File: config.mk
export PLATFORM = sky130hd
export DESIGN_NAME = rxfc_top
export DESIGN_NICKNAME = d
export VERILOG_FILES = /design/src/rtl/rxfc_pkg.sv /design/src/rtl/rxfc_cfg_regs.sv /design/src/rtl/rxfc_level_cmp.sv /design/src/rtl/rxfc_pause_fsm.sv /design/src/rtl/rxfc_jam_timer.sv /design/src/rtl/rxfc_top.sv
export SDC_FILE = /design/constraint.sdc
export NUM_CORES = 1
export LEC_CHECK = 0
export ABC_AREA = 1
export BUFFER_PORTS_ARGS = -buffer_cell sky130_fd_sc_hd__buf_2
export CAP_MARGIN = 40
export CORE_MARGIN = 2
export CORE_UTILIZATION = 40
export CTS_BUF_LIST = sky130_fd_sc_hd__clkbuf_2 sky130_fd_sc_hd__clkbuf_4 sky130_fd_sc_hd__clkbuf_8
export DETAILED_ROUTE_END_ITERATION = 8
export PLACE_DENSITY_LB_ADDON = 0.1
export SLEW_MARGIN = 20
export SYNTH_ARGS = -nofsm -noshare
export SYNTH_HDL_FRONTEND = slang
export SYNTH_SLANG_ARGS = --single-unit
File: constraint.sdc
create_clock -name clk -period 3 [get_ports clk]
set_input_delay 0 -clock clk [delete_from_list [all_inputs] [get_ports clk]]
set_output_delay 0 -clock clk [all_outputs]
set_load 0.03 [all_outputs]
File: src/rtl/rxfc_pkg.sv
package rxfc_pkg;

  typedef enum logic [2:0] {
    FC_IDLE    = 3'd0,
    FC_REQ_HI  = 3'd1,
    FC_HELD    = 3'd2,
    FC_REQ_RES = 3'd3,
    FC_WAIT    = 3'd4
  } fc_state_e;

  typedef struct packed {
    logic [7:0] hi_mark;
    logic [7:0] lo_mark;
    logic [3:0] jam_code;
    logic [3:0] mode;
  } rxfc_cfg_t;

  localparam int unsigned MODE_FD_PAUSE = 0;
  localparam int unsigned MODE_HD_JAM   = 1;
  localparam int unsigned MODE_QUALIFY  = 2;
  localparam int unsigned MODE_FORCE    = 3;

  function automatic int unsigned jam_cycles(input logic [3:0] code, input int unsigned step);
    return (int'(code) + 1) * step;
  endfunction

endpackage

File: src/rtl/rxfc_cfg_regs.sv
module rxfc_cfg_regs
  import rxfc_pkg::*;
(
  input  logic        clk,
  input  logic        rst_n,
  input  logic        wr_en,
  input  logic [23:0] wdata,
  output rxfc_cfg_t   cfg_o,
  output logic [31:0] rdata
);

  rxfc_cfg_t cfg_q, cfg_d;

  always_comb begin
    cfg_d = cfg_q;
    if (wr_en) cfg_d = rxfc_cfg_t'(wdata);
  end

  always_ff @(posedge clk or negedge rst_n) begin
    if (!rst_n) cfg_q <= '0;
    else if (wr_en) cfg_q <= cfg_d;
  end

  assign cfg_o = cfg_q;
  assign rdata = {8'h00, cfg_q};

  assert_write_lands_R2: assert property (@(posedge clk) disable iff (!rst_n)
    wr_en |=> cfg_q == rxfc_cfg_t'($past(wdata)));

endmodule

File: src/rtl/rxfc_level_cmp.sv
module rxfc_level_cmp #(
  parameter int unsigned LEVEL_W    = 16,
  parameter int unsigned UNIT_SHIFT = 6
) (
  input  logic               clk,
  input  logic               rst_n,
  input  logic [LEVEL_W-1:0] fill,
  input  logic [7:0]         hi_mark,
  input  logic [7:0]         lo_mark,
  output logic               above_hi,
  output logic               below_lo
);

  localparam int unsigned TH_W  = 8 + UNIT_SHIFT;
  localparam int unsigned CMP_W = (LEVEL_W > TH_W) ? LEVEL_W : TH_W;

  logic [CMP_W-1:0] lvl_w, th_hi_w, th_lo_w;
  logic             above_d, below_d, above_q, below_q;

  always_comb begin
    lvl_w   = CMP_W'(fill);
    th_hi_w = CMP_W'({hi_mark, {UNIT_SHIFT{1'b0}}});
    th_lo_w = CMP_W'({lo_mark, {UNIT_SHIFT{1'b0}}});
    above_d = (lvl_w >= th_hi_w);
    below_d = (lvl_w <  th_lo_w);
  end

  always_ff @(posedge clk or negedge rst_n) begin
    if (!rst_n) begin
      above_q <= 1'b0;
      below_q <= 1'b0;
    end else begin
      above_q <= above_d;
      below_q <= below_d;
    end
  end

  assign above_hi = above_q;
  assign below_lo = below_q;

  assert_marks_overlap_R12: assert property (@(posedge clk) disable iff (!rst_n)
    (above_q && below_q) |-> $past(th_lo_w > th_hi_w));

endmodule

File: src/rtl/rxfc_pause_fsm.sv
module rxfc_pause_fsm
  import rxfc_pkg::*;
#(
  parameter int unsigned TIME_W = 16
) (
  input  logic              clk,
  input  logic              rst_n,
  input  logic              fc_on,
  input  logic              tx_en,
  input  logic              above_hi,
  input  logic              below_lo,
  input  logic              ack,
  input  logic [TIME_W-1:0] time_cfg,
  output logic              req_o,
  output logic [TIME_W-1:0] time_o
);

  fc_state_e st_q, st_d;
  logic      hs_done;

  assign req_o   = tx_en && ((st_q == FC_REQ_HI) || (st_q == FC_REQ_RES));
  assign time_o  = (st_q == FC_REQ_HI) ? time_cfg : '0;
  assign hs_done = req_o && ack;

  always_comb begin
    st_d = st_q;
    case (st_q)
      FC_IDLE:    if (fc_on && tx_en && above_hi) st_d = FC_REQ_HI;
      FC_REQ_HI:  if (!fc_on) st_d = FC_IDLE;
                  else if (hs_done) st_d = FC_HELD;
      FC_HELD:    if (!fc_on) st_d = FC_IDLE;
                  else if (below_lo) st_d = FC_REQ_RES;
      FC_REQ_RES: if (!fc_on) st_d = FC_IDLE;
                  else if (hs_done) st_d = FC_WAIT;
      FC_WAIT:    if (!fc_on || !above_hi) st_d = FC_IDLE;
      default:    st_d = FC_IDLE;
    endcase
  end

  always_ff @(posedge clk or negedge rst_n) begin
    if (!rst_n) st_q <= FC_IDLE;
    else        st_q <= st_d;
  end

  assert_resume_after_pause_R5: assert property (@(posedge clk) disable iff (!rst_n)
    (st_q == FC_REQ_RES && $past(st_q) != FC_REQ_RES) |-> $past(st_q) == FC_HELD);

  assert_req_time_stable_R6: assert property (@(posedge clk) disable iff (!rst_n)
    (req_o && !ack && fc_on) |=> ($stable(time_o) || !req_o || !fc_on));

endmodule

File: src/rtl/rxfc_jam_timer.sv
module rxfc_jam_timer
  import rxfc_pkg::*;
#(
  parameter int unsigned JAM_STEP = 64
) (
  input  logic       clk,
  input  logic       rst_n,
  input  logic       hd_on,
  input  logic       tx_en,
  input  logic       fdx,
  input  logic       force_jam,
  input  logic       qualify,
  input  logic       above_hi,
  input  logic       frm_start,
  input  logic       frm_match,
  input  logic [3:0] code,
  output logic       jam_o
);

  localparam int unsigned MAX_LEN = 16 * JAM_STEP;
  localparam int unsigned CNT_W   = $clog2(MAX_LEN + 1);

  logic [CNT_W-1:0] cnt_q, cnt_d;
  logic             hit, cnt_en;

  assign hit    = hd_on && above_hi && frm_start && (!qualify || frm_match);
  assign cnt_en = !hd_on || hit || (cnt_q != '0);

  always_comb begin
    cnt_d = cnt_q;
    if (!hd_on)            cnt_d = '0;
    else if (hit)          cnt_d = CNT_W'(jam_cycles(code, JAM_STEP));
    else if (cnt_q != '0)  cnt_d = cnt_q - 1'b1;
  end

  always_ff @(posedge clk or negedge rst_n) begin
    if (!rst_n)      cnt_q <= '0;
    else if (cnt_en) cnt_q <= cnt_d;
  end

  assign jam_o = tx_en && !fdx && ((cnt_q != '0) || force_jam);

  assert_hit_jams_R7: assert property (@(posedge clk) disable iff (!rst_n)
    hit |=> (jam_o || !tx_en || fdx));

  assert_idle_no_jam_R10: assert property (@(posedge clk) disable iff (!rst_n)
    (!hd_on && !force_jam) |=> (!jam_o || hd_on || force_jam));

endmodule

File: src/rtl/rxfc_top.sv
module rxfc_top
  import rxfc_pkg::*;
#(
  parameter int unsigned LEVEL_W    = 16,
  parameter int unsigned UNIT_SHIFT = 6,
  parameter int unsigned TIME_W     = 16,
  parameter int unsigned JAM_STEP   = 64
) (
  input  logic              clk,
  input  logic              rst_n,
  input  logic              cfg_we,
  input  logic [23:0]       cfg_wdata,
  output logic [31:0]       cfg_rdata,
  input  logic [TIME_W-1:0] pause_time_cfg,
  input  logic [LEVEL_W-1:0] fill_bytes,
  input  logic              fdx,
  input  logic              tx_en,
  input  logic              frm_start,
  input  logic              frm_match,
  input  logic              pause_ack,
  output logic              pause_req,
  output logic [TIME_W-1:0] pause_time,
  output logic              jam
);

  logic      rst_meta_q, rst_sync_q;
  rxfc_cfg_t cfg;
  logic      above_hi, below_lo, fc_on, hd_on, force_jam;

  always_ff @(posedge clk or negedge rst_n) begin
    if (!rst_n) begin
      rst_meta_q <= 1'b0;
      rst_sync_q <= 1'b0;
    end else begin
      rst_meta_q <= 1'b1;
      rst_sync_q <= rst_meta_q;
    end
  end

  rxfc_cfg_regs u_regs (
    .clk   (clk),
    .rst_n (rst_sync_q),
    .wr_en (cfg_we),
    .wdata (cfg_wdata),
    .cfg_o (cfg),
    .rdata (cfg_rdata)
  );

  rxfc_level_cmp #(.LEVEL_W(LEVEL_W), .UNIT_SHIFT(UNIT_SHIFT)) u_cmp (
    .clk      (clk),
    .rst_n    (rst_sync_q),
    .fill     (fill_bytes),
    .hi_mark  (cfg.hi_mark),
    .lo_mark  (cfg.lo_mark),
    .above_hi (above_hi),
    .below_lo (below_lo)
  );

  assign fc_on     = cfg.mode[MODE_FD_PAUSE] && fdx;
  assign hd_on     = cfg.mode[MODE_HD_JAM] && !fdx && tx_en;
  assign force_jam = cfg.mode[MODE_FORCE];

  rxfc_pause_fsm #(.TIME_W(TIME_W)) u_pause (
    .clk      (clk),
    .rst_n    (rst_sync_q),
    .fc_on    (fc_on),
    .tx_en    (tx_en),
    .above_hi (above_hi),
    .below_lo (below_lo),
    .ack      (pause_ack),
    .time_cfg (pause_time_cfg),
    .req_o    (pause_req),
    .time_o   (pause_time)
  );

  rxfc_jam_timer #(.JAM_STEP(JAM_STEP)) u_jam (
    .clk       (clk),
    .rst_n     (rst_sync_q),
    .hd_on     (hd_on),
    .tx_en     (tx_en),
    .fdx       (fdx),
    .force_jam (force_jam),
    .qualify   (cfg.mode[MODE_QUALIFY]),
    .above_hi  (above_hi),
    .frm_start (frm_start),
    .frm_match (frm_match),
    .code      (cfg.jam_code),
    .jam_o     (jam)
  );

  assert_tx_off_quiet_R11: assert property (@(posedge clk) disable iff (!rst_sync_q)
    !tx_en |-> (!pause_req && !jam));

  assert_single_hi_pause_R3: assert property (@(posedge clk) disable iff (!rst_sync_q)
    (pause_req && pause_ack && pause_time != '0) |=> (!pause_req || pause_time == '0));

endmodule

# ---- Word level (Yosys, flattened, before mapping)
# Index checks and enable logic that the tools add are counted.
dict set report word_totals {
  inputBits 64
  elab_cells 64
  register_bits 42
}
dict set report op_classes {
  addsub 2
  n_reduce_logical 27
  n_lt_le_gt_ge 2
  n_eq_ne 10
  n_mux 13
}
# cell n
set ops {}
lappend ops {{$mux W11} 3}
lappend ops {{$mux W3} 8}
lappend ops {{$ge A16 B14 Y1} 1}
lappend ops {{$lt A16 B14 Y1} 1}
lappend ops {{$mux W16} 1}
lappend ops {{$pmux W3 S5} 1}
lappend ops {{$logic_and A1 B1 Y1} 12}
lappend ops {{$ne A3 B3 Y1 const B} 4}
lappend ops {{$reduce_bool A11 Y1} 1}
lappend ops {{$sub A11 B1 Y11 const B} 1}
lappend ops {{$eq A3 B2 Y1 const B} 2}
lappend ops {{$logic_or A1 B1 Y1} 6}
lappend ops {{$add A4 B1 Y5 const B} 1}
lappend ops {{$logic_not A1 Y1} 5}
lappend ops {{$reduce_and A5 Y1} 1}
lappend ops {{$ne A2 B1 Y1 const B} 2}
lappend ops {{$eq A3 B1 Y1 const B} 1}
lappend ops {{$eq A3 B3 Y1 const B} 1}
lappend ops {{$logic_not A3 Y1} 1}
lappend ops {{$reduce_and A2 Y1} 1}

# ---- Logic depth before layout (Yosys ltp)
# Gate-level depths: netlist of run 1.
dict set report logic_depth {
  word_depth 9
  depth_mapped 9
}

# ---- Hierarchy
# From an unflattened synthesis of run 1, not the netlist that was laid out.
dict set report unflattened {
  hier_cells 442
  area_unflattened_um2 3066.7
}
# mod n_inst cells_each area_per_inst_um2
set by_module_without_submodules {}
lappend by_module_without_submodules {rxfc_cfg_regs 1 135 1218.7}
lappend by_module_without_submodules {rxfc_jam_timer 1 134 850.8}
lappend by_module_without_submodules {rxfc_level_cmp 1 90 554.3}
lappend by_module_without_submodules {rxfc_pause_fsm 1 76 374.1}
lappend by_module_without_submodules {rxfc_top 1 7 68.8}

# ---- Worst setup path before layout of run 1
# No wires, ideal clock.
dict set report synth_timing {
  path_kind {register -> register}
  from {register u_regs.cfg_q, in the netlist u_regs.cfg_o[15]}
  to {register u_cmp.below_q, in the netlist u_cmp.below_lo}
  arrival_time_ps 1242
  setup_ps 117
  path_buffers 0
  stages_incl_launch_ff 8
  path_slack_ps 1642
  cell_sequence {dfrtp_1 -> inv_1 -> ha_1 -> nand2_1 -> nor2_1 -> nand4_1 -> nor2_1 -> nor2_1}
}
dict set report synth_between {
  elab_chain_cells 1
}
# element line
set synth_rtl {}
lappend synth_rtl {{start, declared} rxfc_cfg_regs.sv:12} ;# rxfc_cfg_t cfg_q, cfg_d;
lappend synth_rtl {{start signal, assigned} rxfc_cfg_regs.sv:21} ;# else if (wr_en) cfg_q <= cfg_d;
lappend synth_rtl {{$lt A16 B14 Y1} rxfc_level_cmp.sv:25} ;# below_d = (lvl_w < th_lo_w);
lappend synth_rtl {{net u_cmp.below_d} rxfc_level_cmp.sv:18} ;# logic above_d, below_d, above_q, below_q;
lappend synth_rtl {{end signal, assigned} rxfc_level_cmp.sv:34} ;# below_q <= below_d;
lappend synth_rtl {{end, declared} rxfc_level_cmp.sv:18}
# The timed path passes the listed nets, and every way through them passes these cells.
# A chain may end at the register's enable or synchronous reset.

# ---- Worst setup path after layout of run 1
dict set report layout_timing {
  from {register u_jam.cnt_q[0]}
  to {output port jam}
}
dict set report layout_between {
  elab_chain_cells 3
}
# element line
set layout_rtl {}
lappend layout_rtl {{start, declared} rxfc_jam_timer.sv:23} ;# logic [CNT_W-1:0] cnt_q, cnt_d;
lappend layout_rtl {{start signal, assigned} rxfc_jam_timer.sv:38} ;# else if (cnt_en) cnt_q <= cnt_d;
lappend layout_rtl {{$reduce_bool A11 Y1} rxfc_jam_timer.sv:41} ;# assign jam_o = tx_en && !fdx && ((cnt_q != '0) || force_jam);
lappend layout_rtl {{$logic_or A1 B1 Y1} rxfc_jam_timer.sv:41}
lappend layout_rtl {{$logic_and A1 B1 Y1} rxfc_jam_timer.sv:41}
lappend layout_rtl {{end, declared} rxfc_top.sv:23} ;# output logic jam
# No other way between the ends.

==> results of run 1 <==
[cell usage after synthesis (4+ instances only)]
| library cell | number | share of area [%] |
|---|---|---|
| nand2_1 | 76 | 11 |
| inv_1 | 59 | 8.3 |
| nor2_1 | 49 | 6.9 |
| dfrtp_1 | 42 | 40 |
| o21ai_0 | 22 | 4.1 |
| ha_1 | 17 | 8.0 |
| nand3_1 | 17 | 3.2 |
| a21oi_1 | 10 | 1.9 |
| buf_4 | 10 | 2.8 |
| mux2_2 | 8 | 3.4 |
| nand4_1 | 5 | 1.2 |
| o21ai_1 | 4 | 0.75 |
[through the flow]
stage                     cells  hold slack [ns]  util, %  worst slack [ns]
final                       557          0.00920     56.4              1.19
after global routing        557           0.0214     56.4              1.04
after CTS                   557         0.000455     56.4              1.18
after detailed placement    524           -0.211     50.3              1.50
after global placement      523           -0.214     49.9              1.53
after floorplan             358           -0.296        -              1.64
[cell families (layout without fill, tap and decap cells)]
group,Yosys count,count (layout),synth area share (%)
muxes,8,8,3.39
DFF,42,42,39.5
xor gates and xnor gates,2,2,0.659
adders and majority gates,17,17,8.00
AOI/OAI and AO/OA,41,41,8.52
other,2,9,0.282
and+or+nand+nor,162,162,26.7
buffers and inverters,77,199,12.9
[critical path, cell delays in order (launching register included)]
cell	delay (ns)
dfrtp_1	0.40
inv_1	0.11
ha_1	0.22
nand2_2	0.10
nor2_4	0.13
nand2_2	0.17
o21ai_1	0.17
inv_1	0.05
buf_2	0.17
[state kept, by name (all words and copies together), names as in the netlist]
signal,count
rst_meta_q,1
rst_sync_q,1
u_cmp.above_hi,1
u_cmp.below_lo,1
u_jam.cnt_q,11
u_pause.st_q,3
u_regs.cfg_o,24
[routing by layer]
metal  GRT usage, %  routed length [µm]  up-vias
met5              0                   0        -
met3           5.20                 542        2
met1           21.4                2690     1184
met2           34.1                3180       99
met4           4.47                  33        0
li1               -                   -     1331
[final timing paths]
check	startpoint	to	slack [ns]	cells past startpoint
min reg2reg	rst_sync_q$_DFF_PN0_	u_regs.cfg_o[4]$_DFFE_PN0P_	0.14	0
min	rst_n	rst_sync_q$_DFF_PN0_	0.009	2
min in group clk	pause_ack	u_pause.st_q[0]$_DFFE_PN0P_	0.01	4
max	u_jam.cnt_q[0]$_DFFE_PN0P_	jam	1.19	8
max in group asynchronous	rst_sync_q$_DFF_PN0_	u_cmp.above_hi$_DFF_PN0_	2.41	1
max reg2reg	u_jam.cnt_q[0]$_DFFE_PN0P_	u_jam.cnt_q[8]$_DFFE_PN0P_	1.56	7
[report_power, final]
| part | internal [mW] | total [mW] | switching [mW] |
|---|---|---|---|
| clock | 0.355 | 0.554 | 0.199 |
| combinational | 0.262 | 0.802 | 0.540 |
| sequential | 0.621 | 0.673 | 0.0519 |
[layout make-up]
| class | count | area [µm²] |
|---|---|---|
| Fill cell | 611 | 2780 |
| Multi-Input combinational cell | 239 | 1290 |
| Sequential cell | 42 | 1050 |
| Timing Repair Buffer | 131 | 796 |
| Inverter | 60 | 225 |
| Tap cell | 77 | 96.3 |
| Clock buffer | 6 | 82.6 |
| Clock inverter | 2 | 60.1 |
==> run summary, run 1 <==
The run finished with clean final reports. The count of final hold-check violations came out at 0. For the pin with the worst max-slew slack, the measured transition is about 0.68 ns. The final period demand of the worst path is around 1.8 ns. Setup repair after global routing left no endpoint under its margin. The area of the die came out at between 7000 and 8000 µm². The average wire per standard cell came out at about 12 µm. The synthesized instance count came out at 351. Derived from the worst setup path, the maximum achievable clock frequency is between 500 and 600 MHz. STA classifies the critical path endpoint as a primary output.

The data required time of the worst path is approximately 3.0 ns. The top cell types in the final layout, fill and taps aside, are 105 x buf_2, 76 x nand2_1, 59 x inv_1. The max-slew headroom at the worst pin is 54.4%. The count of nets after finishing is 560. The peak supply drop came out at between 0.2 and 0.3 mV. The initial utilization of the core area, before any placement, comes to 41.6%. The tree built by TritonCTS fans out to between 40 and 50 sinks.

The placed instance area came out at approximately 3200 µm². Across the routed clock network, the largest skew measured is 0.00848 ns. The die height came out at ~86 µm. The number of design rule violations left after detail routing came out at 0. Along the worst path, the maximum fanout reaches 12. The kind of path behind the tightest hold check is in -> async.

The number of I/O pins is between 100 and 150. Averaged over all synthesized cells, the footprint is 7.57 µm². The clock latency of the later-clocked register in the worst-skew pair came out at ~0.29 ns. The global-route usage over all layers came out at ~19%. Summing the sequential cell areas from Yosys gives about two fifths of the chip area. The most frequently used flop master after synthesis is dfrtp_1. The core box area is approximately 6400 µm². The iteration count of the initial detailed-routing pass is 4. The total grt overflow is 0. The aggregate routed wire length is between 6000 and 7000 µm.

The via count of the first global-routing pass came out at around 2.5k. The first global-routing pass estimated 10900 µm of wire. STA puts the critical path data arrival time at between 1.5 and 2 ns. The number of antenna violations at the first check in global routing is 0. The number of post-CTS setup repair buffers came out at 0. The root buffer cell chosen for the clock tree is clkbuf_8. The count of flip-flops with a built-in enable after synthesis came out at 0. The pin count of the biggest net entering global routing is 41.

Summed over all cells, the static leakage comes to roughly 2.1 nW. The power per cell area came out at about 560 nW/µm². The clock-pin transition on the worst setup and hold timing paths came out at 0.08 ns. The HPWL after detailed placement is about 5000 µm. In this run, post-CTS hold repair placed 25 buffers.

The post-route antenna net violation count is 0. The commonest non-fill, non-tap cell in the layout is buf_2. At the end of routability-driven placement, the weighted congestion stood at just over 0.8.

TritonCTS built the clock tree. The worst path uses about three fifths of the clock period. The die is 85.5 µm wide. Counting the buffers created by CTS gives 5. In the synthesized netlist the async set-or-reset flop fraction comes to 100%. The setup violation total in the final timing report is 0. For this block, the via count after detailed routing is 2616. The number of rows in the core area is 29. The kind of critical path is reg -> out. Yosys printed 0 warnings.

The count of input and output buffers is roughly 110. The setup total negative slack is 0 ns. Dividing the detail-routed via count by the number of cells gives 4.70. The flip-flop and latch count after synthesis is between 40 and 50. The DRC violation total after the first TritonRoute iteration is between 80 and 90. The maximum number of buffers from clock root to sink is 2. Synthesis instantiated 30 different standard cells from the library. The max-cap violation count is 0.

The cell area after layout came out at 3600 µm². The max-slew violation total from the final report is 0. The element type at the critical path start is a register. The area growth from synthesis to layout is 35.5%. The post-cts gate resize count came out at 0. The synthesized cell area came out at 2660 µm².

The share of final-layout standard cells stronger than drive strength 1 came out at between 20% and 30%. The antenna diode instance count is 0. The maximum level of the CTS H-tree is 2. The total design power came out at 2.03 mW.
(Power assumes the default switching activity.)
==> run 2, diff against run 1 <==
Settings changed: ABC_AREA 1 to 0.
Clock period 3 ns to 1.75 ns, I/O delays scaled along.
==> run 2 against run 1 <==
Against the previous run:
- count of clock-buffer cells in the layout grew 1
- worst setup slack got worse by 1.2 ns
- worst hold slack improved by 0.015 ns
- sequential power up 65%
- clock skew grew 0.0025 ns
- synthesized area down 12%
- first-iteration DRC count decreased by 45%
- power increased by 36%
- global-route usage rose by 0.92 points
- routed wire length shrank 8.0%
==> run summary, run 2 <==
The run finished with clean final reports. The antenna diode instance count is 0 (unchanged). The max-slew headroom at the worst pin came out at 63.3% (+8.9 points). The TritonCTS buffer count was 5 (unchanged). The number of clock sinks came out at 42 (unchanged). The final worst-path setup slack is 0.0300 ns (-1.16 ns). The number of design rule violations left after detail routing is 0 (unchanged). The final period demand of the worst path is 1.72 ns. The placer's final routability congestion estimate is 0.803 (-2.2%).

The initial cell density of the core is 42.1% (+0.50 points). The library cells used most frequently in the layout, excluding fill and tap cells, are 104 x buf_2, 40 x dfrtp_1, 28 x dlygate4sd3_1. The total leakage power came out at 1.79 nW (-13%). The count of final hold-check violations is 0 (unchanged).

The placed instance area is 2970 µm² (-7.4%). In this run the most critical hold path is launched from fill_bytes[13]. The worst-case setup slack after placement is 0.0202 ns (-1.48 ns). The most used flip-flop cell after synthesis is dfrtp_1. The iteration count of the initial detailed-routing pass was 4 (unchanged).

The delay of the slowest cell on the worst path came to 0.45 ns (+0.05 ns). The mean instance size in the synthesized netlist is 9.83 µm² (+30%). The average wire per standard cell came out at 12.9 µm (+12%).

The max-cap violation count came out at 0 (unchanged). The aggregate routed wire length is 5930 µm (-8.0%). The synthesized design spends more area on one cell type than any other, namely dfrtp_1. The count of flip-flops with a built-in enable after synthesis came out at 0 (unchanged). The total grt overflow is 0 (unchanged). The share of Yosys cell area claimed by the top area cell type is 44.8% (+5.2 points). The area growth from synthesis to layout is 46.3%. The maximum level of the CTS H-tree came out at 2 (unchanged). The total via count in the routed design came out at 2221 (-15%). The via density per instance came out at 4.84 (+3.0%). The final cycle utilization of the critical path came out at roughly 100%. The fraction of the yosys area taken by sequential cells came to 44.8% (+5.2 points).

The async set-reset flop share out of synthesis came out at 100% (unchanged). The number of I/O pins is 114 (unchanged). The path depth of the worst reg2reg path came to 5 (-2). The slew at the pin closest to its max-slew limit came to 0.551 ns (-0.134 ns). The buffer cell driving the clock tree root is clkbuf_8. The worst setup path is of the reg -> reg kind. The DRC violation total after the first TritonRoute iteration was 48 (-45%). The count of synthesis-stage warnings from yosys is 0 (unchanged).

The power per cell area is 802 nW/µm² (+42%). TritonCTS built the clock tree. The setup violation total in the final timing report came to 0 (unchanged).

The maximum number of buffers from clock root to sink came out at 2 (unchanged). The number of antenna violations at the first check in global routing is 0 (unchanged). The number of filler instances in the final layout came out at 495 (-19%).

The peak supply drop is 0.394 mV (+32%). The hold path depth is 3. The largest clock skew in the final design is 0.0110 ns (+0.00249 ns). The x dimension of the die is 80.6 µm (-5.7%). The die height was 80.6 µm (-5.7%). The pin count of the biggest net entering global routing came out at 31 (-24%). The synthesized cell area was 2350 µm² (-12%).

The worst register-to-register path begins at u_jam.cnt_q[2]$_DFFE_PN0P_. The commonest cells after synthesis are 42 x dfrtp_1, 21 x o21ai_0, 20 x inv_1, 20 x nand2_1, 17 x ha_1. The endpoint identified for the worst register-to-register timing path is u_jam.cnt_q[8]$_DFFE_PN0P_. The cell area after layout came out at 3440 µm² (-4.6%).

The area taken by multi-input logic gates is 1180 µm² (-8.3%). The max-slew violation total from the final report is 0 (unchanged). The clock latency of the later-clocked register in the worst-skew pair is 0.30 ns (about the same). In the post-synthesis netlist, the biggest area contributors are dfrtp_1 45%, ha_1 9.1%, o21ai_0 4.5%, mux2_2 4.3%, and2_1 4.3%. The register-to-register setup slack is 0.03 ns (-1.53 ns). The count of input and output buffers came out at 105 (unchanged). The global-route usage over all layers was 19.5% (+0.92 points). The first-pass GRT wire length is 9580 µm (-12%). The endpoint class of the critical path is a register.

The placed wire-length estimate after detailed placement is 4340 µm (-12%). The share of final-layout standard cells stronger than drive strength 1 is 37.7% (+9.2 points). The signal on the critical path passes through nor4_4, nand2_2, or3_4, or3_1, a31oi_1. The area of the die came to 6500 µm² (-11%). The number of flip-flops under the largest register name was 24 (unchanged). The post-route antenna net violation count came to 0 (unchanged). The highest clock frequency the design can meet came out at just under 600 MHz. The library cell contributing the largest single delay on the critical path is dfrtp_2. The count of nets after finishing is 467 (-17%).

The commonest non-fill, non-tap cell in the layout is buf_2. The flip-flop and latch area came out at 1050 µm² (+0.12%). The setup total negative slack came to 0 ns (unchanged). The core box area came to 5570 µm² (-13%).

The synthesized instance count came out at 239 (-32%). The flip-flop and latch count after synthesis came to 42 (unchanged). The clock-pin transition on the worst setup and hold timing paths is 0.08 ns (about the same). The worst setup path is launched from a register. The via count of the first global-routing pass was 2148 (-16%). The arrival time of the worst setup path is 1.94 ns (+0.13 ns). The maximum net fanout on the critical path is 5 (-7). The path with the worst hold slack has its endpoint at u_cmp.below_lo$_DFF_PN0_.

The number of rows in the core area came out at 27 (-6.9%). Setup repair after global routing could not meet its margin everywhere. The count of cell types in the netlist came to 43 (+43%).

In this run the worst hold path is classified as in -> reg. In the post-synthesis netlist, the cell with the most instances is dfrtp_1. The data required time of the worst path is 1.97 ns (-1.03 ns).
[run 2: changes by cell type after synthesis, moves of 13 or more]
cell,change
nor2_1,-39
and2_1,+16
nand3_1,-13
nand2_1,-56
inv_1,-39
[run 2: worst max-delay path by stage]
stage | start | endpoint | depth (start not counted)
floorplan | u_regs.cfg_o[16]$_DFFE_PN0P_ | u_cmp.above_hi$_DFF_PN0_ | 5
global placement | u_jam.cnt_q[5]$_DFFE_PN0P_ | u_jam.cnt_q[8]$_DFFE_PN0P_ | 5
detailed placement | u_jam.cnt_q[5]$_DFFE_PN0P_ | u_jam.cnt_q[8]$_DFFE_PN0P_ | 5
CTS | u_jam.cnt_q[5]$_DFFE_PN0P_ | u_jam.cnt_q[8]$_DFFE_PN0P_ | 5
global route | u_jam.cnt_q[0]$_DFFE_PN0P_ | jam | 8
finish | u_jam.cnt_q[2]$_DFFE_PN0P_ | u_jam.cnt_q[8]$_DFFE_PN0P_ | 5
[run 2: timing repair]
action,in CTS,in global routing
endpoints found under the setup margin,1,3
gates resized for setup,1,7
cloned,0,0
setup buffers,2,3
hold buffers,28,0
hold endpoints to repair,27,0
pin swaps,0,5
[run 2: through the flow]
step | power (mW) | instances | hold slack, ns | utilization (%)
after global placement | 1.87 | 418 | -0.214 | 53.3
after detailed placement | 1.88 | 418 | -0.211 | 53.3
after global routing | 2.93 | 459 | 0.0285 | 61.6
final | 2.76 | 459 | 0.0237 | 61.6
after CTS | 2.75 | 456 | 0.00316 | 60.7
after floorplan | 1.63 | 246 | -0.296 | -
[run 2: power breakdown]
part / leakage (nW) / internal [mW] / switching (mW)
Clock: 0.0593 / 0.458 / 0.329
Sequential: 0.525 / 1.04 / 0.0688
Combinational: 1.20 / 0.390 / 0.470
Total: 1.79 / 1.89 / 0.868
[run 2: kinds of logic (layout without fill, tap and decap cells)]
logic type | after synthesis | in the layout | share of synthesized area [%]
xor gates and xnor gates | 7 | 7 | 2.61
adders and majority gates | 17 | 17 | 9.06
DFF | 42 | 42 | 44.8
AOI/OAI and AO/OA | 48 | 48 | 12.5
muxes | 11 | 11 | 5.17
other | 2 | 9 | 0.320
and+or+nand+nor | 77 | 77 | 18.4
buffers and inverters | 35 | 176 | 7.19
[run 2: cell type report]
class                   count  area share (%)
clock buffers               7            2.44
clock inverters             1           0.874
inverters                  20            2.18
multi-input cells         169            34.4
flip-flops and latches     42            30.7
well taps                  72            2.62
repair buffers            148            26.8
[run 2: worst max-delay path: cells and delay by family (launching register included)]
| family | cells | cell delay, ns |
|---|---|---|
| AOI/OAI and AO/OA | 1 | 0.14 |
| DFF | 1 | 0.45 |
| and+or+nand+nor | 4 | 1.06 |
[run 2: layer usage]
layer  GRT usage, %  up-vias  wire length (µm)
li1               -     1107                 -
met4           7.80        0               106
met1           23.8     1018              2430
met2           32.9       86              2920
met3           4.83       10               476
met5              0        -                 0
